--- config.mk ---
export PLATFORM = sky130hd
export DESIGN_NAME = l2tag_ctrl
export DESIGN_NICKNAME = d
export VERILOG_FILES = /design/src/rtl/l2tag_pkg.sv /design/src/rtl/l2tag_hit_timer.sv /design/src/rtl/l2tag_cb_fsm.sv /design/src/rtl/l2tag_valid_drv.sv /design/src/rtl/l2tag_ctrl.sv
export SDC_FILE = /design/constraint.sdc
export NUM_CORES = 1
export LEC_CHECK = 0
export BUFFER_PORTS_ARGS = -buffer_cell sky130_fd_sc_hd__buf_2
export CORE_MARGIN = 2
export CORE_UTILIZATION = 44
export DETAILED_ROUTE_END_ITERATION = 16
export PLACE_DENSITY = 0.83
export SLEW_MARGIN = 40
export SYNTH_ARGS = -nofsm -noshare
export SYNTH_HDL_FRONTEND = slang
export SYNTH_SLANG_ARGS = --single-unit
--- constraint.sdc ---
create_clock -name clk -period 1.26 [get_ports clk]
set_clock_uncertainty 0.15 [all_clocks]
set_input_delay 0 -clock clk [delete_from_list [all_inputs] [get_ports clk]]
set_output_delay 0 -clock clk [all_outputs]
set_load 0.005 [all_outputs]
--- src/rtl/l2tag_pkg.sv ---
package l2tag_pkg;
  typedef enum logic [1:0] {
    HT_IDLE  = 2'd0,
    HT_COUNT = 2'd1,
    HT_OPEN  = 2'd2
  } hit_state_e;

  typedef enum logic [2:0] {
    CB_IDLE  = 3'd0,
    CB_READ  = 3'd1,
    CB_GAP   = 3'd2,
    CB_WRITE = 3'd3,
    CB_HOLD  = 3'd4
  } cb_state_e;
endpackage

--- src/rtl/l2tag_hit_timer.sv ---
module l2tag_hit_timer
  import l2tag_pkg::*;
#(
  parameter int DLY_W = 2
) (
  input  logic             clk,
  input  logic             rst_n,
  input  logic             start,
  input  logic             phase_end,
  input  logic [DLY_W-1:0] dly_code,
  output logic             window
);
  hit_state_e       st_q, st_d;
  logic [DLY_W-1:0] cnt_q, cnt_d;

  always_comb begin
    st_d  = st_q;
    cnt_d = cnt_q;
    if (start) begin
      st_d  = HT_COUNT;
      cnt_d = dly_code;
    end else begin
      case (st_q)
        HT_COUNT: begin
          if (phase_end)           st_d = HT_IDLE;
          else if (cnt_q == '0)    st_d = HT_OPEN;
          else                     cnt_d = cnt_q - 1'b1;
        end
        HT_OPEN: if (phase_end)    st_d = HT_IDLE;
        default:                   st_d = HT_IDLE;
      endcase
    end
  end

  always_ff @(posedge clk or negedge rst_n) begin
    if (!rst_n) begin
      st_q  <= HT_IDLE;
      cnt_q <= '0;
    end else begin
      st_q  <= st_d;
      cnt_q <= cnt_d;
    end
  end

  assign window = (st_q == HT_OPEN);
endmodule

--- src/rtl/l2tag_cb_fsm.sv ---
module l2tag_cb_fsm
  import l2tag_pkg::*;
#(
  parameter int RD_W = 2
) (
  input  logic clk,
  input  logic rst_n,
  input  logic castout_req,
  input  logic upd_req,
  input  logic rd_3clk,
  output logic accept,
  output logic rd_active,
  output logic wr_active,
  output logic hold_active
);
  localparam logic [RD_W-1:0] RD_LONG  = RD_W'(2);
  localparam logic [RD_W-1:0] RD_SHORT = RD_W'(1);

  cb_state_e       st_q, st_d;
  logic [RD_W-1:0] rc_q, rc_d;
  logic            rc_en;

  always_comb begin
    st_d   = st_q;
    rc_d   = rc_q;
    rc_en  = 1'b0;
    accept = 1'b0;
    case (st_q)
      CB_IDLE: begin
        if (castout_req) begin
          st_d   = CB_READ;
          rc_d   = rd_3clk ? RD_LONG : RD_SHORT;
          rc_en  = 1'b1;
          accept = 1'b1;
        end else if (upd_req) begin
          st_d   = CB_WRITE;
          accept = 1'b1;
        end
      end
      CB_READ: begin
        if (rc_q == '0) st_d = CB_GAP;
        else begin
          rc_d  = rc_q - 1'b1;
          rc_en = 1'b1;
        end
      end
      CB_GAP:   st_d = CB_WRITE;
      CB_WRITE: st_d = CB_HOLD;
      default:  st_d = CB_IDLE;
    endcase
  end

  always_ff @(posedge clk or negedge rst_n) begin
    if (!rst_n) begin
      st_q <= CB_IDLE;
      rc_q <= '0;
    end else begin
      st_q <= st_d;
      if (rc_en) rc_q <= rc_d;
    end
  end

  assign rd_active   = (st_q == CB_READ);
  assign wr_active   = (st_q == CB_WRITE);
  assign hold_active = (st_q == CB_HOLD);
endmodule

--- src/rtl/l2tag_valid_drv.sv ---
module l2tag_valid_drv (
  input  logic clk,
  input  logic rst_n,
  input  logic load,
  input  logic valid_in,
  input  logic rd_active,
  input  logic act_high,
  input  logic keep_fast,
  input  logic keep_hold,
  output logic valid_pin,
  output logic valid_oe
);
  logic lat_q;

  always_ff @(posedge clk or negedge rst_n) begin
    if (!rst_n)    lat_q <= 1'b0;
    else if (load) lat_q <= valid_in;
  end

  assign valid_pin = act_high ? lat_q : ~lat_q;
  assign valid_oe  = ~(rd_active & ~keep_fast & ~keep_hold);
endmodule

--- src/rtl/l2tag_ctrl.sv ---
module l2tag_ctrl
  import l2tag_pkg::*;
#(
  parameter int DLY_W   = 2,
  parameter int RD_W    = 2,
  parameter int SYNC_ST = 2
) (
  input  logic             clk,
  input  logic             rst_n,
  input  logic             xfer_start,
  input  logic             addr_phase_end,
  input  logic             castout_req,
  input  logic             upd_req,
  input  logic             upd_valid,
  input  logic [DLY_W-1:0] cfg_hit_dly,
  input  logic             cfg_toe_3clk,
  input  logic             cfg_valid_hi,
  input  logic             cfg_fast_co,
  input  logic             cfg_hold,
  output logic             hit_sample,
  output logic             tag_oe_n,
  output logic             tag_valid,
  output logic             tag_valid_oe,
  output logic             tag_we_n
);
  logic [SYNC_ST-1:0] rst_pipe_q;
  logic               rst_int_n;
  logic               accept, rd_active, wr_active, hold_active;

  always_ff @(posedge clk or negedge rst_n) begin
    if (!rst_n) rst_pipe_q <= '0;
    else        rst_pipe_q <= {rst_pipe_q[SYNC_ST-2:0], 1'b1};
  end
  assign rst_int_n = rst_pipe_q[SYNC_ST-1];

  l2tag_hit_timer #(.DLY_W(DLY_W)) hit_i (
    .clk       (clk),
    .rst_n     (rst_int_n),
    .start     (xfer_start),
    .phase_end (addr_phase_end),
    .dly_code  (cfg_hit_dly),
    .window    (hit_sample)
  );

  l2tag_cb_fsm #(.RD_W(RD_W)) seq_i (
    .clk         (clk),
    .rst_n       (rst_int_n),
    .castout_req (castout_req),
    .upd_req     (upd_req),
    .rd_3clk     (cfg_toe_3clk),
    .accept      (accept),
    .rd_active   (rd_active),
    .wr_active   (wr_active),
    .hold_active (hold_active)
  );

  l2tag_valid_drv vld_i (
    .clk       (clk),
    .rst_n     (rst_int_n),
    .load      (accept),
    .valid_in  (upd_valid),
    .rd_active (rd_active),
    .act_high  (cfg_valid_hi),
    .keep_fast (cfg_fast_co),
    .keep_hold (cfg_hold),
    .valid_pin (tag_valid),
    .valid_oe  (tag_valid_oe)
  );

  assign tag_oe_n = ~rd_active;
  assign tag_we_n = ~wr_active;
endmodule

# ---- After elaboration in Yosys (flattened, before gate mapping)
# Cells that the tools add are included.
dict set report totals {
  regBits 12
  latchBits 0
  ramBits 0
  romBits 0
  in_bits 13
  output_inout_bits 5
  word_cells 62
  n_memories 0
}
dict set report classes {
  add_sub_neg 2
  n_mul 0
  div 0
  magnitude_cmp 0
  n_eq_ne 13
  n_shift 0
  muxes 24
  n_bitwise 8
  n_reduce_logical 9
}
# cell n
set ops {}
lappend ops {{2-bit two-way mux} 11}
lappend ops {{3-bit case mux with 4 select lines} 1}
lappend ops {{3-bit two-way mux} 3}
lappend ops {{2-bit inequality test, second input constant} 4}
lappend ops {{2-bit case mux with 2 select lines} 2}
lappend ops {{3-bit by 2-bit == test with 1-bit output, second input constant} 2}
lappend ops {{1-bit two-way mux} 6}
lappend ops {{3-bit inequality test, second input constant} 2}
lappend ops {{1-bit inverter} 6}
lappend ops {{2-bit logical NOT} 2}
lappend ops {{4-bit by 3-bit inequality test with 1-bit output, second input constant} 1}
lappend ops {{2-bit AND reduction} 2}
lappend ops {{4-bit AND reduction} 1}
lappend ops {{2-bit nonzero test} 2}
lappend ops {{2-bit by 1-bit subtractor with 2-bit output, second input constant} 2}
lappend ops {{3-bit by 1-bit == test with 1-bit output, second input constant} 1}
lappend ops {{3-bit logical NOT} 1}
lappend ops {{3-bit AND reduction} 1}
lappend ops {{1-bit AND} 2}
lappend ops {{2-bit by 1-bit == test with 1-bit output, second input constant} 1}
lappend ops {{2-bit == test, second input constant} 1}
lappend ops {{2-bit by 1-bit inequality test with 1-bit output, second input constant} 1}
lappend ops {{1-bit case mux with 2 select lines} 1}

# ---- Longest topological paths before layout
dict set report logic_depth {
  depth_word 5
  ltp_mapped 5
}

# ---- By module
# Synthesis repeated with hierarchy kept, for this count alone.
dict set report unflattened {
  cells_unflattened 64
  hier_area_um2 665.6
}
# module instances cells_per_inst area_per_inst_um2
set modules_own_cells {}
lappend modules_own_cells {l2tag_cb_fsm 1 35 340.3}
lappend modules_own_cells {l2tag_hit_timer 1 20 210.2}
lappend modules_own_cells {l2tag_ctrl 1 5 61.3}
lappend modules_own_cells {l2tag_valid_drv 1 4 53.8}

# ---- Worst setup path before layout
# Ideal clock, no wire load.
dict set report synth_path {
  kind {register to register}
  start {reg seq_i.st_q[1]}
  end {reg seq_i.rc_q[1]}
  setup_time_ns 0.127
  arrival_ns 1.335
  t_required_ns 0.983
  slack_ns -0.353
  path_stages_with_launch 6
  period_less_slack_ns 1.613
  cell_sequence {dfrtp_1 > buf_2 > or3b_1 > buf_2 > mux2i_1 > mux2_1}
}
dict set report synth_via {
  elab_chain_cells 3
  elab_cells_between_ends 8
}
# item line
set synth_lines {}
lappend synth_lines {{start, declared} l2tag_cb_fsm.sv:19} ;# cb_state_e st_q, st_d;
lappend synth_lines {{start signal, assigned} l2tag_cb_fsm.sv:58} ;# st_q <= st_d;
lappend synth_lines {{3-bit by 1-bit == test with 1-bit output or 3-bit logical NOT (tied branches)} l2tag_cb_fsm.sv:28} ;# case (st_q)
lappend synth_lines {{1-bit case mux with 2 select lines, or another cell as far along} l2tag_cb_fsm.sv:28}
lappend synth_lines {{4-bit AND reduction (no source line)} n/a}
lappend synth_lines {{end signal, assigned} l2tag_cb_fsm.sv:59} ;# if (rc_en) rc_q <= rc_d;
lappend synth_lines {{end, declared} l2tag_cb_fsm.sv:20} ;# logic [RD_W-1:0] rc_q, rc_d;
# Parallel ways exist; a longest one is shown, timed or not.
# A chain may end at the register's enable or synchronous reset.

# ---- Worst setup path in the final report
dict set report layout_path {
  start {reg seq_i.st_q[2]}
  end {out tag_valid_oe}
}
dict set report layout_via {
  elab_chain_cells 4
}
# item line
set layout_lines {}
lappend layout_lines {{3-bit by 1-bit == test with 1-bit output} l2tag_cb_fsm.sv:63} ;# assign rd_active = (st_q == CB_READ);
lappend layout_lines {{1-bit AND (2 in a row)} l2tag_valid_drv.sv:21} ;# assign valid_oe = ~(rd_active & ~keep_fast & ~keep_hold);
lappend layout_lines {{1-bit inverter} l2tag_valid_drv.sv:21}
lappend layout_lines {{end, declared} l2tag_ctrl.sv:23} ;# output logic tag_valid_oe,
# No other way between the ends.

==> flow_summary.yaml <==
outcome:
  status: "complete, but fails checks"
  violations: "hold timing, setup timing"
timing:
  rsz0062_at_grt: "true"
  holdWs_ns: -0.000302
  setup_tns_ns: -1.94
  finalHoldViolCount: 1
  post-route-min-period_ns: 1.65
  setup_viol: 9
  finalCritPeriodShare_pct: 131
  max_freq_ghz: 0.605
  finalMaxSlewViolations: 0
  fin_ws_ns: -0.392
yosys:
  yosys_warnings: 0
  syn_avg_cell_area_sq_um: 10.7
  syn_nets: 75
  synth_compound_area_share_pct: 10.5
  ys_seq_area_share_pct: 46.8
  synthAdderAreaFrac_pct: 3.90
  synth_top_family_by_area: "simple AND/OR/NAND/NOR gates"
  ys_ff_latch: 12
  synth.distinct_cells: 29
  netlist_area_sq_um: 642
  synthMuxAreaShare_pct: 8.38
  synth-xor-area-share_pct: 2.73
  yosys.area_share.simple_pct: 20.9
  synth_cells: 60
final_layout:
  seq_area_sq_um: 300
  layout.nets: 121
  drive_gt1_share_pct: 50.5
  postLayoutCellArea_sq_mm: 0.00105
  antenna_cells: 0
  fillers: 77
  multi_input_area_sq_um: 350
  area_growth_pct: 63.9
placed_design:
  dp_hpwl_um: 1040
  gp_congestion: 0.887
  postPlaceCellArea_sq_um: 825
  place.port_buffers: 17
route:
  vias_per_cell: 4.98
  drtIter0Drc: 13
  ant_nets: 0
  num_vias: 598
  dr.pass1.iters: 4
  wl_um: 1680
  wl_per_cell_um: 14.0
  drc: 0
clocking:
  htreeDepth: 1
  clk_pin_slew_worst_paths_ns: 0.08
  cts_tree: "done"
  numClockSinks: 12
  clock_path_buffers: 2
  cts_buffers: 3
  clk_root_buffer_cell: "clkbuf_4"
  clock_latency_ns: 0.27
pwr:
  p_seq_share_pct: 26.8
  p_leak_nw: 0.505
  switchingPower_mw: 0.733
  power_density_mw_per_mm2: 2060
  p_comb_share_pct: 59.5
  vdd_drop_max_uv: 1130
  pwr-share-clk_pct: 13.7
  internal_power_mw: 1.44
  swShare_pct: 33.8
global_routing:
  grt_pass1_wl_um: 2830
  antenna_found_initial: 0
  gr-total-overflow: 0
  grtUsageTotal_pct: 22.3
  grt_pass1_vias: 621
  grt_max_degree: 11
worst_setup_path:
  crit_fanout: 2
  crit_path_end_kind: "output port"
  arrival_ns: 1.50
  r2r_end: "seq_i.rc_q[1]"
  timing.rr.start: "seq_i.st_q[2]"
  critPathKind: "register to output port"
  required_ns: 1.11
  reg2reg_slack_ns: -0.32
  critPathLaunchType: "register"
  r2r_cells: 4
hold_path:
  min_path_cells: 3
  hold_path_end: "vld_i.lat_q"
  hp-start: "castout_req"
  hold_class: "input pin to register"
floorplan:
  ios: 18
  start_util_pct: 48.1
  die_h_um: 42.2
  die-area_sq_mm: 0.00178
  die_w_um: 42.2
  coreArea_sq_mm: 0.00133
  rows: 13
run:
  cap_violations: 0
sequential cells by signal, summed over array words and instances (netlist names):
name / flops
hit_i.cnt_q: 2
seq_i.rc_q: 2
rst_pipe_q: 2
vld_i.lat_q: 1
seq_i.st_q: 3
hit_i.st_q: 2
Yosys cell counts:
library cell  instances  share of area [%]
nor4b_1               1                1.4
o211ai_1              2                2.3
conb_1                1               0.58
or3b_1                1                1.4
a21oi_1               2                1.6
o2111ai_1             1                1.4
xnor2_1               2                2.7
o21ai_0               2                1.6
inv_1                 6                3.5
o22a_1                1                1.4
nand2b_1              1               0.98
nor4b_4               1                3.7
and3b_1               1                1.4
or3_1                 1               0.98
or2_2                 1               0.98
nor3_1                3                2.3
buf_2                 2                1.6
ha_1                  2                3.9
nand2_1               1               0.58
mux2_1                1                1.8
o21a_1                1                1.2
dfrtp_1              12                 47
nor2_1                2                1.2
mux2i_1               2                3.1
mux2_2                2                3.5
nor2b_1               5                4.9
nand3b_1              1                1.2
o21bai_1              1                1.2
buf_4                 1                1.2
per-stage QoR:
| step | utilization, % | setup slack, ns | cells | hold WS, ns | total power [mW] |
|---|---|---|---|---|---|
| 5_1_grt | 78.9 | -0.454 | 120 | 0.0137 | 2.32 |
| 4_1_cts | 77.8 | -0.385 | 118 | 0.00449 | 2.08 |
| 6_report | 78.9 | -0.392 | 120 | -0.000302 | 2.17 |
| 3_5_place_dp | 61.8 | -0.285 | 101 | -0.364 | 1.56 |
| 2_1_floorplan | - | -0.313 | 60 | -0.446 | 1.16 |
| 3_3_place_gp | 61.8 | -0.190 | 101 | -0.364 | 1.50 |
power by group through the flow:
stage,clock [mW],combinational [mW],sequential [mW]
final,0.296,1.29,0.582
after global routing,0.325,1.39,0.598
after CTS,0.302,1.20,0.575
after detailed placement,0,0.983,0.572
after global placement,0,0.934,0.568
after floorplan,0,0.598,0.562
timing repair:
action | CTS | global route
pin swaps | 4 | 1
hold endpoints to repair | 9 | 0
gates resized for setup | 13 | 2
hold buffers | 10 | 0
endpoints found under the setup margin | 10 | 11
setup buffers | 4 | 2
cells by family (layout without fill, tap and decap cells):
group	count (synthesis)	after routing
XOR/XNOR	2	2
other	1	1
adder cells (fa/ha/maj)	2	2
multiplexers	5	5
AO/OA/AOI/OAI	10	10
flip-flops	12	12
AND/OR/NAND/NOR	19	19
buffers and inverters	9	54
worst max-delay path by stage:
stage	startpoint	to	slack, ns	depth (start not counted)
after global placement	seq_i.rc_q[0]	seq_i.rc_q[1]	-0.19	5
final	seq_i.st_q[2]	tag_valid_oe	-0.39	3
after detailed placement	seq_i.rc_q[0]	seq_i.rc_q[1]	-0.29	5
after global routing	seq_i.st_q[2]	tag_valid_oe	-0.45	3
after CTS	seq_i.st_q[1]	tag_valid_oe	-0.38	3
after floorplan	seq_i.st_q[1]	seq_i.rc_q[1]	-0.31	5
layout by cell type (no fill, tap or decap), drive strengths merged:
| master | n |
|---|---|
| buf | 34 |
| dfrtp | 12 |
| dlygate4sd3 | 10 |
| inv | 6 |
| nor2b | 5 |
| clkbuf | 4 |
| nor3 | 3 |
| mux2 | 3 |
| a21oi | 2 |
| o21ai | 2 |
| o211ai | 2 |
| mux2i | 2 |
| ha | 2 |
| xnor2 | 2 |
| nor2 | 2 |
| nor4b | 2 |
| or3b | 1 |
| and3b | 1 |
| or3 | 1 |
| o21a | 1 |
| o2111ai | 1 |
| nand3b | 1 |
| o21bai | 1 |
| nand2b | 1 |
| o22a | 1 |
| or2 | 1 |
| nand2 | 1 |
| conb | 1 |
worst max-delay path, stage by stage, from the launching register on:
cell     delay, ns
dfrtp_1       0.41
or3b_4        0.39
or3_1         0.30
buf_2         0.13
layout make-up:
cell class,count,share of cell area [%]
Inverter,6,2.14
Timing Repair Buffer,44,30.8
Clock buffer,4,3.45
Tap cell,15,1.78
Multi-Input combinational cell,39,33.3
Sequential cell,12,28.5
routing by layer:
| metal | wire length [um] | share of wire, % | GRT usage (%) |
|---|---|---|---|
| met1 | 690 | 41 | 25.7 |
| met2 | 871 | 52 | 37.8 |
| met3 | 64 | 3.8 | 7.76 |
| met4 | 57 | 3.4 | 8.13 |
| met5 | 0 | 0 | 0 |
(Power assumes the default switching activity.)
